## src/rtl/exc_pkg.sv

```systemverilog
package exc_pkg;

  localparam int VEC_W = 20;
  localparam int NSRC  = 5;   // grant index = priority rank, 0 highest

  localparam int IX_SRESET = 0;
  localparam int IX_MCHK   = 1;
  localparam int IX_SMI    = 2;
  localparam int IX_EXT    = 3;
  localparam int IX_DEC    = 4;

  typedef enum logic [2:0] {
    CZ_NONE   = 3'd0,
    CZ_SRESET = 3'd1,
    CZ_MCHK   = 3'd2,
    CZ_SMI    = 3'd3,
    CZ_EXT    = 3'd4,
    CZ_DEC    = 3'd5
  } cause_e;

  // Keep only the lowest-index (highest priority) request.
  function automatic logic [NSRC-1:0] pick_first(input logic [NSRC-1:0] req);
    logic [NSRC-1:0] g;
    logic            found;
    g     = '0;
    found = 1'b0;
    for (int i = 0; i < NSRC; i++) begin
      if (req[i] && !found) begin
        g[i]  = 1'b1;
        found = 1'b1;
      end
    end
    return g;
  endfunction

  function automatic cause_e cause_of(input logic [NSRC-1:0] grant);
    cause_e c;
    c = CZ_NONE;
    if (grant[IX_SRESET])    c = CZ_SRESET;
    else if (grant[IX_MCHK]) c = CZ_MCHK;
    else if (grant[IX_SMI])  c = CZ_SMI;
    else if (grant[IX_EXT])  c = CZ_EXT;
    else if (grant[IX_DEC])  c = CZ_DEC;
    return c;
  endfunction

  function automatic logic [VEC_W-1:0] vec_of(input cause_e c);
    logic [VEC_W-1:0] v;
    case (c)
      CZ_SRESET: v = VEC_W'('h00100);
      CZ_MCHK:   v = VEC_W'('h00200);
      CZ_SMI:    v = VEC_W'('h01400);
      CZ_EXT:    v = VEC_W'('h00500);
      CZ_DEC:    v = VEC_W'('h00900);
      default:   v = '0;
    endcase
    return v;
  endfunction

  function automatic logic is_maskable(input cause_e c);
    return (c == CZ_SMI) || (c == CZ_EXT) || (c == CZ_DEC);
  endfunction

  function automatic logic recov_of(input cause_e c);
    return is_maskable(c);
  endfunction

endpackage

```

## src/rtl/exc_pend_latch.sv

```systemverilog
module exc_pend_latch #(
  parameter bit EDGE = 1'b1   // 1: capture rising edge, 0: capture high level
) (
  input  logic clk,
  input  logic rst_n,
  input  logic req,
  input  logic ack,
  output logic active
);

  logic pend_q;
  logic evt;

  generate
    if (EDGE) begin : g_edge
      logic req_d;
      always_ff @(posedge clk) begin
        if (!rst_n) req_d <= 1'b0;
        else        req_d <= req;
      end
      assign evt = req & ~req_d;
    end else begin : g_level
      assign evt = req;
    end
  endgenerate

  assign active = pend_q | evt;

  always_ff @(posedge clk) begin
    if (!rst_n) pend_q <= 1'b0;
    else        pend_q <= active & ~ack;
  end

  // a pending request is cleared only by its acknowledge
  a_r10_sticky: assert property (@(posedge clk) disable iff (!rst_n)
    (active && !ack) |=> pend_q);

endmodule

```

## src/rtl/exc_prio_select.sv

```systemverilog
module exc_prio_select
  import exc_pkg::*;
(
  input  logic            clk,
  input  logic            rst_n,
  input  logic [1:0]      nm_req,    // {mchk, sreset}
  input  logic [2:0]      mk_req,    // {dec, ext, smi}
  input  logic            mask_ok,
  output logic [NSRC-1:0] grant,
  output cause_e          cause
);

  logic [NSRC-1:0] req;
  logic            mk_granted;

  assign req        = {mk_req & {3{mask_ok}}, nm_req};
  assign grant      = pick_first(req);
  assign cause      = cause_of(grant);
  assign mk_granted = |grant[NSRC-1:IX_SMI];

  // a single winner at most
  a_r7_onehot: assert property (@(posedge clk) disable iff (!rst_n)
    $onehot0(grant));

  // a non-maskable request always beats the maskable ones
  a_r7_nm_first: assert property (@(posedge clk) disable iff (!rst_n)
    (|nm_req) |-> !mk_granted);

  // maskable wins only when the gate is open
  a_r5_gate: assert property (@(posedge clk) disable iff (!rst_n)
    mk_granted |-> mask_ok);

endmodule

```

## src/rtl/exc_arbiter.sv

```systemverilog
module exc_arbiter
  import exc_pkg::*;
#(
  parameter int AW = 32
) (
  input  logic             clk,
  input  logic             rst_n,
  input  logic             soft_rst_pin,
  input  logic             hard_rst_pin,
  input  logic             bus_xfer_err,
  input  logic             bus_data_xact,
  input  logic             mchk_pin,
  input  logic             addr_par_err,
  input  logic             data_par_err,
  input  logic             smi_irq,
  input  logic             ext_irq,
  input  logic             dec_irq,
  input  logic             int_en_set,
  input  logic             pipe_busy,
  input  logic             instr_done,
  input  logic [AW-1:0]    next_pc,
  output logic             exc_take,
  output logic [2:0]       exc_cause,
  output logic [VEC_W-1:0] exc_vector,
  output logic [AW-1:0]    restart_pc,
  output logic             recoverable,
  output logic             int_en
);

  // Named internal events
  logic            sreset_raw;
  logic            mchk_raw;
  logic            sreset_act;
  logic            mchk_act;
  logic            dec_act;
  logic            boundary;
  logic            mask_ok;
  logic [NSRC-1:0] grant;
  cause_e          win_cause;
  logic            take_n;
  logic            ie_q;

  assign sreset_raw = soft_rst_pin | hard_rst_pin;
  assign mchk_raw   = (bus_xfer_err & bus_data_xact) | mchk_pin
                    | addr_par_err | data_par_err;
  assign boundary   = ~pipe_busy | instr_done;
  assign mask_ok    = ie_q & boundary;

  exc_pend_latch #(.EDGE(1'b1)) u_sreset (
    .clk(clk), .rst_n(rst_n), .req(sreset_raw),
    .ack(grant[IX_SRESET]), .active(sreset_act)
  );

  exc_pend_latch #(.EDGE(1'b1)) u_mchk (
    .clk(clk), .rst_n(rst_n), .req(mchk_raw),
    .ack(grant[IX_MCHK]), .active(mchk_act)
  );

  exc_pend_latch #(.EDGE(1'b0)) u_dec (
    .clk(clk), .rst_n(rst_n), .req(dec_irq),
    .ack(grant[IX_DEC]), .active(dec_act)
  );

  exc_prio_select u_prio (
    .clk(clk), .rst_n(rst_n),
    .nm_req({mchk_act, sreset_act}),
    .mk_req({dec_act, ext_irq, smi_irq}),
    .mask_ok(mask_ok),
    .grant(grant),
    .cause(win_cause)
  );

  assign take_n = |grant;

  // Interrupt-enable bit: take wins over set
  always_ff @(posedge clk) begin
    if (!rst_n)          ie_q <= 1'b0;
    else if (take_n)     ie_q <= 1'b0;
    else if (int_en_set) ie_q <= 1'b1;
  end

  // Registered take outputs
  always_ff @(posedge clk) begin
    if (!rst_n) begin
      exc_take    <= 1'b0;
      exc_cause   <= 3'd0;
      exc_vector  <= '0;
      restart_pc  <= '0;
      recoverable <= 1'b0;
    end else begin
      exc_take    <= take_n;
      exc_cause   <= win_cause;
      exc_vector  <= vec_of(win_cause);
      restart_pc  <= take_n ? next_pc : '0;
      recoverable <= take_n & recov_of(win_cause);
    end
  end

  assign int_en = ie_q;

  // reserved vector never issued
  a_r3_no_reserved: assert property (@(posedge clk) disable iff (!rst_n)
    exc_take |-> (exc_vector != '0));

  // maskable take needs interrupts enabled in the deciding cycle
  a_r5_ie_needed: assert property (@(posedge clk) disable iff (!rst_n)
    (exc_take && is_maskable(cause_e'(exc_cause))) |-> $past(ie_q));

  // maskable take only at an instruction boundary
  a_r6_boundary: assert property (@(posedge clk) disable iff (!rst_n)
    (exc_take && is_maskable(cause_e'(exc_cause))) |-> $past(boundary));

  // enable bit is clear after any take
  a_r9_ie_cleared: assert property (@(posedge clk) disable iff (!rst_n)
    exc_take |-> !ie_q);

  // restart address is the sampled next address
  a_r11_restart: assert property (@(posedge clk) disable iff (!rst_n)
    exc_take |-> (restart_pc == $past(next_pc)));

  // recoverability follows the class
  a_r12_recov: assert property (@(posedge clk) disable iff (!rst_n)
    exc_take |-> (recoverable == is_maskable(cause_e'(exc_cause))));

  // no cause repeats in back-to-back takes
  a_r13_pulse: assert property (@(posedge clk) disable iff (!rst_n)
    (exc_take && $past(exc_take)) |-> (exc_cause != $past(exc_cause)));

endmodule

```

## config.mk

```make
export PLATFORM = sky130hd
export DESIGN_NAME = exc_arbiter
export DESIGN_NICKNAME = d
export VERILOG_FILES = /design/src/rtl/exc_pkg.sv /design/src/rtl/exc_pend_latch.sv /design/src/rtl/exc_prio_select.sv /design/src/rtl/exc_arbiter.sv
export SDC_FILE = /design/constraint.sdc
export NUM_CORES = 1
export LEC_CHECK = 0
export ABC_AREA = 1
export BUFFER_PORTS_ARGS = -buffer_cell sky130_fd_sc_hd__clkbuf_2
export CELL_PAD_IN_SITES_DETAIL_PLACEMENT = 1
export CELL_PAD_IN_SITES_GLOBAL_PLACEMENT = 2
export CORE_MARGIN = 2
export CORE_UTILIZATION = 20
export DETAILED_ROUTE_END_ITERATION = 6
export PLACE_DENSITY_LB_ADDON = 0.12
export SETUP_SLACK_MARGIN = 0.2
export SLEW_MARGIN = 15
export SYNTH_ARGS = -nofsm -noshare
export SYNTH_HDL_FRONTEND = slang
export SYNTH_SLANG_ARGS = --single-unit
```

## constraint.sdc

```tcl
create_clock -name clk -period 1.7 [get_ports clk]
set_clock_uncertainty 0.05 [all_clocks]
set_input_delay 0.34 -clock clk [delete_from_list [all_inputs] [get_ports clk]]
set_output_delay 0.34 -clock clk [all_outputs]
set_load 0.05 [all_outputs]
```

======== After elaboration in Yosys (flattened, before gate mapping) ========
Index checks and enable logic that the tools add are counted.
W data, S select, Z words.
word-level totals
  latch bits .............................. 0
  memories ................................ 0
  bits in read-only memories .............. 0
  bits in writable memories ............... 0
  register bits ........................... 63
  bits of input ports ..................... 47
  output and inout port bits .............. 58
  word-level logic and storage cells ...... 67
operators by class
  shift operators ......................... 0
  multiply operators ...................... 0
  divide/modulo/power cells ............... 0
  bitwise operators ....................... 24
  equality and inequality tests ........... 5
  multiplexer cells ....................... 14
  magnitude comparators ................... 0
  reductions and logical operators ........ 13
  add/subtract/negate cells ............... 0
operator list
  operator              number
  $pmux W13 S5          1
  $mux W3               5
  $and A1 B1 Y1         8
  $mux W1               8
  $or A1 B1 Y1          8
  $not A1 Y1            7
  $eq A3 B2 Y1 const B  2
  $eq A3 B3 Y1 const B  2
  $reduce_or A6 Y1      1
  $reduce_or A5 Y1      1
  $logic_and A1 B1 Y1   4
  $logic_not A1 Y1      4
  $and A3 B3 Y3         1
  $eq A3 B1 Y1 const B  1
  $logic_or A1 B1 Y1    2
  $reduce_and A2 Y1     1

======== Longest topological paths before layout ========
  depth after elaboration ................. 26
  gate-level depth with buffers ........... 9
  depth with buffers taken out ............ 9

======== Modules after synthesis ========
Synthesis repeated with hierarchy kept, for this count alone.
second synthesis, totals
  cells, all modules ...................... 205
  area total of the unflattened synthesis .. 1,734.2 µm²
modules (own cells, without submodules)
  module                        area each (µm²)  instances  cells each
  exc_arbiter                   1,441.4          1          161
  exc_pend_latch at u_mchk ...  78.8             2          11
  exc_prio_select               93.8             1          16
  exc_pend_latch at u_dec       41.3             1          6

======== Least setup slack after synthesis ========
OpenSTA, ideal clock, no wires.
  path kind ............................... register to register
  start point ............................. reg ie_q, in the netlist int_en
  end point ............................... reg exc_vector[12]
  required time ........................... 1.558 ns
  clock period less this slack ............ 1.916 ns
  stages on the path, launching flop included .. 9
  setup slack ............................. -0.216 ns
  buffers on the path ..................... 0
  arrival ................................. 1.773 ns
  path through ............................ dfxtp_1 inv_1 a21oi_2 o21ai_2 nor3_1 ha_1 nand2_1 nand2_1 nor4_1
on the way
  cells in the longest elaborated chain, start to end .. 17
RTL lines
  what                                        RTL line               source
  from (decl)                                 exc_arbiter.sv:41      logic ie_q;
  from (signal assigned)                      exc_arbiter.sv:77      if (!rst_n) ie_q <= 1'b0;
  from (signal assigned)                      exc_arbiter.sv:78      else if (take_n) ie_q <= 1'b0;
  from (signal assigned)                      exc_arbiter.sv:79      else if (int_en_set) ie_q <= 1'b1;
  $and A1 B1 Y1 (*)                           exc_arbiter.sv:47      assign mask_ok = ie_q & boundary;
  $and A3 B3 Y3 (*)                           exc_prio_select.sv:16  assign req = {mk_req & {3{mask_ok}}, nm_req};
  $logic_and A1 B1 Y1                         exc_pkg.sv:28          if (req[i] && !found) begin
  $mux W1                                     exc_pkg.sv:28
  $logic_not A1 Y1                            exc_pkg.sv:28
  $logic_and A1 B1 Y1                         exc_pkg.sv:28
  $mux W1                                     exc_pkg.sv:28
  $logic_not A1 Y1                            exc_pkg.sv:28
  [2 not listed]                              --
  $mux W3                                     exc_pkg.sv:43          else if (grant[IX_DEC]) c = CZ_DEC;
  $mux W3                                     exc_pkg.sv:42          else if (grant[IX_EXT]) c = CZ_EXT;
  $mux W3 (*)                                 exc_pkg.sv:41          else if (grant[IX_SMI]) c = CZ_SMI;
  $mux W3 (*)                                 exc_pkg.sv:40          else if (grant[IX_MCHK]) c = CZ_MCHK;
  $mux W3 (*)                                 exc_pkg.sv:39          if (grant[IX_SRESET]) c = CZ_SRESET;
  via u_prio.cause[2]                         exc_prio_select.sv:10  output cause_e cause
  $eq A3 B3 Y1, or another cell as far along  exc_pkg.sv:49          case (c)
  $pmux W13 S5 (*)                            exc_pkg.sv:49
  to (signal assigned)                        exc_arbiter.sv:93      exc_vector <= vec_of(win_cause);
  to (decl)                                   exc_arbiter.sv:24      output logic [VEC_W-1:0] exc_vector,
The timed path passes the listed nets; every way through them passes the cells marked *.
A chain may end at the register's enable or synchronous reset.

======== Worst setup path after layout ========
  start point ............................. reg ie_q, in the netlist int_en
  end point ............................... reg exc_vector[12]
on the way
  cells in the longest elaborated chain, start to end .. 17
RTL lines
  what                                        RTL line
  $and A1 B1 Y1 (*)                           exc_arbiter.sv:47
  $and A3 B3 Y3 (*)                           exc_prio_select.sv:16
  $logic_and A1 B1 Y1                         exc_pkg.sv:28
  $mux W1                                     exc_pkg.sv:28
  $logic_not A1 Y1                            exc_pkg.sv:28
  $logic_and A1 B1 Y1                         exc_pkg.sv:28
  $mux W1                                     exc_pkg.sv:28
  $logic_not A1 Y1                            exc_pkg.sv:28
  $logic_and A1 B1 Y1                         exc_pkg.sv:28
  $mux W1                                     exc_pkg.sv:28
  $mux W3                                     exc_pkg.sv:43
  $mux W3                                     exc_pkg.sv:42
  $mux W3 (*)                                 exc_pkg.sv:41
  $mux W3 (*)                                 exc_pkg.sv:40
  $mux W3 (*)                                 exc_pkg.sv:39
  $eq A3 B3 Y1, or another cell as far along  exc_pkg.sv:49
  $pmux W13 S5 (*)                            exc_pkg.sv:49
Mark *: on every way between the ends. The rest lies on a longest branch, timed or not.

==> impl_metrics.toml <==
[run_status]
outcome = "complete, no violations"

[cts]
clk_path_buf_depth = 2
clk_latency_ns = 0.30
root_buffer = "clkbuf_8"
cts_hold_buffers = 0
htree_num_levels = 2
tritoncts = "yes"
cts_setup_buffers = 0
clk_pin_slew_ns = 0.09
post_cts_resized = 1
numCtsBuffers = 5
clock_sinks = 47

[floorplan]
start_util_pct = 20.3
die-area_um2 = 9500
fp.coreArea_um2 = 8590
pin_count = 105
rows = 34
die_height_um = 97.5
die_w_um = 97.5

[layout]
nFillCells = 1077
drive_gt1_share_pct = 47.6
seq_area_um2 = 945
final_common_cell = "clkbuf_2"
finalNonFillerCells = 404
antennaDiodeCount = 0
area_growth_pct = 39.3
nets = 343
multi_input_area_um2 = 534
final_cell_mix = "89 x clkbuf_2, 47 x inv_1, 46 x dfxtp_1, 26 x nor2_1, 20 x nor2_2"

[routing]
drt_iter0_drc = 17
dr.pass1.iters = 2
detail-route-antenna-nets = 0
dr_total_vias = 1421
routed_wl_um = 4020
wl_per_cell_um = 9.95
via_per_inst = 3.52
drc = 0

[global_route]
grt_overflow_total = 0
gr-usage-all-layers_pct = 8.71
grt_pass1_vias = 1394
antenna_found_initial = 0
grt_first_pass_wirelength_um = 6560
grt_max_degree = 16

[min_path]
hp-class = "in2reg"

[place]
portBuffers = 89
dp_hpwl_um = 3120
dp_cells = 396
gp_congestion = 0.729
preCtsSetupSlack_ns = -0.0741

[sta]
rsz0062_at_grt = "true"
min_period_ns = 1.47
max_freq_mhz = 681
period_share_pct = 86.4
hold_viol_final = 0
setup_viol = 0
fin_ws_ns = 0.231
maxSlewViolCount = 0

[synthesis]
ys_warn_count = 0
syn_area_um2 = 1750
syn_inst = 194
avgSynthCellArea_um2 = 9.01
synth.distinct_cells = 25
synth-seq-cells = 47
seq_area_frac_synth_pct = 53.8

[power]
leakage_uw = 0.00136
ir_drop_v = 0.000352
switching_share_pct = 33.6
power_frac_seq_pct = 47.4
intPower_uw = 1660
pwr-share-clk_pct = 28.7
p_per_area_nw_per_um2 = 1020
power.switching_uw = 837
pwr-share-comb_pct = 23.9
power_uw = 2490

[critical_path]
critPathLaunchType = "flop"
critical_path_peak_fanout = 4
crit_path_end_kind = "flop"
cp.arrival_ns = 1.63
crit_type = "reg2reg"
cp.required_ns = 1.86

[flow_run]
maxCapViolCount = 0
registers in the layout, summed over array words and instances, names as in the netlist:
name and count:
restart_pc 32, exc_vector 5, exc_cause 3, exc_take 1, int_en 1, recoverable 1, u_dec.pend_q 1, u_mchk.g_edge.req_d 1
u_mchk.pend_q 1, u_sreset.g_edge.req_d 1
layer usage:
metal	GRT usage [%]	part of all wire, %	up-vias
li1	-	-	724
met1	10.2	43	629
met2	14.2	46	64
met3	3.60	9.3	4
met4	3.31	1.5	0
met5	0	0	-
logic make-up (layout without fill, tap and decap cells):
logic type / count (synthesis) / after routing / share of synthesized area (%)
other: 1 / 15 / 0.215
buffers and inverters: 67 / 155 / 20.0
AOI/OAI and AO/OA: 10 / 10 / 4.37
and+or+nand+nor: 68 / 68 / 20.9
DFF: 47 / 47 / 53.8
adders and majority gates: 1 / 1 / 0.716
power by group through the flow:
stage / Combinational [uW] / Clock (uW) / Sequential [uW]
6_report: 597 / 715 / 1180
2_1_floorplan: 253 / 0 / 1420
5_1_grt: 641 / 808 / 1190
3_5_place_dp: 598 / 0 / 1210
3_3_place_gp: 597 / 0 / 1210
4_1_cts: 600 / 772 / 1180
synthesized netlist by cell type:
| library cell | n | share of area (%) |
|---|---|---|
| nand2_4 | 3 | 1.9 |
| dfxtp_1 | 47 | 54 |
| a21oi_2 | 1 | 0.50 |
| buf_12 | 2 | 2.3 |
| o21bai_1 | 1 | 0.43 |
| ha_1 | 1 | 0.72 |
| nor2_1 | 26 | 5.6 |
| buf_4 | 15 | 6.4 |
| o21bai_4 | 1 | 1.1 |
| a21oi_1 | 1 | 0.29 |
| nor3_1 | 1 | 0.29 |
| nand2_2 | 1 | 0.36 |
| nand2_8 | 1 | 1.1 |
| conb_1 | 1 | 0.21 |
| buf_6 | 1 | 0.64 |
| o21ai_0 | 4 | 1.1 |
| nand3_1 | 4 | 1.1 |
| inv_1 | 48 | 10 |
| clkbuf_2 | 1 | 0.29 |
| o21ai_2 | 1 | 0.50 |
| nor2_2 | 20 | 7.2 |
| o211ai_1 | 1 | 0.43 |
| nor2_4 | 1 | 0.64 |
| nor4_1 | 2 | 0.72 |
| nand2_1 | 9 | 1.9 |
through the flow:
step	area, um2	utilization (%)	hold slack (ns)	setup TNS [ns]
after detailed placement	2320	27.0	0.493	-0.0741
after global routing	2430	28.3	0.172	0
final	2430	28.3	0.182	0
after global placement	2320	27.0	0.493	-0.0227
after CTS	2420	28.1	0.164	0
after floorplan	1800	-	0.402	0
worst max-delay path, stage by stage, from the launching register on:
cell and delay, ns:
dfxtp_4 0.38, nand3_2 0.13, inv_1 0.13, o21ai_2 0.09, ha_1 0.29, nand2_2 0.09
nand2_1 0.07, nor4_1 0.17
layout make-up:
class	instances	share of cell area, %
Sequential cell	47	38.8
Timing Repair Buffer	99	22.4
Multi-Input combinational cell	94	21.9
Inverter	48	7.40
Tap cell	108	5.55
Clock buffer	7	3.55
Clock inverter	1	0.360
worst paths after layout:
kind	startpoint	endpoint	slack, ns	depth (start not counted)
hold / removal	next_pc[23]	restart_pc[23]	0.18	3
setup reg to reg	int_en	exc_vector[12]	0.23	7
hold reg to reg	int_en	exc_vector[12]	0.52	2
setup / recovery	int_en	exc_vector[12]	0.23	7
Note: power is estimated with default switching activity, not from simulation.
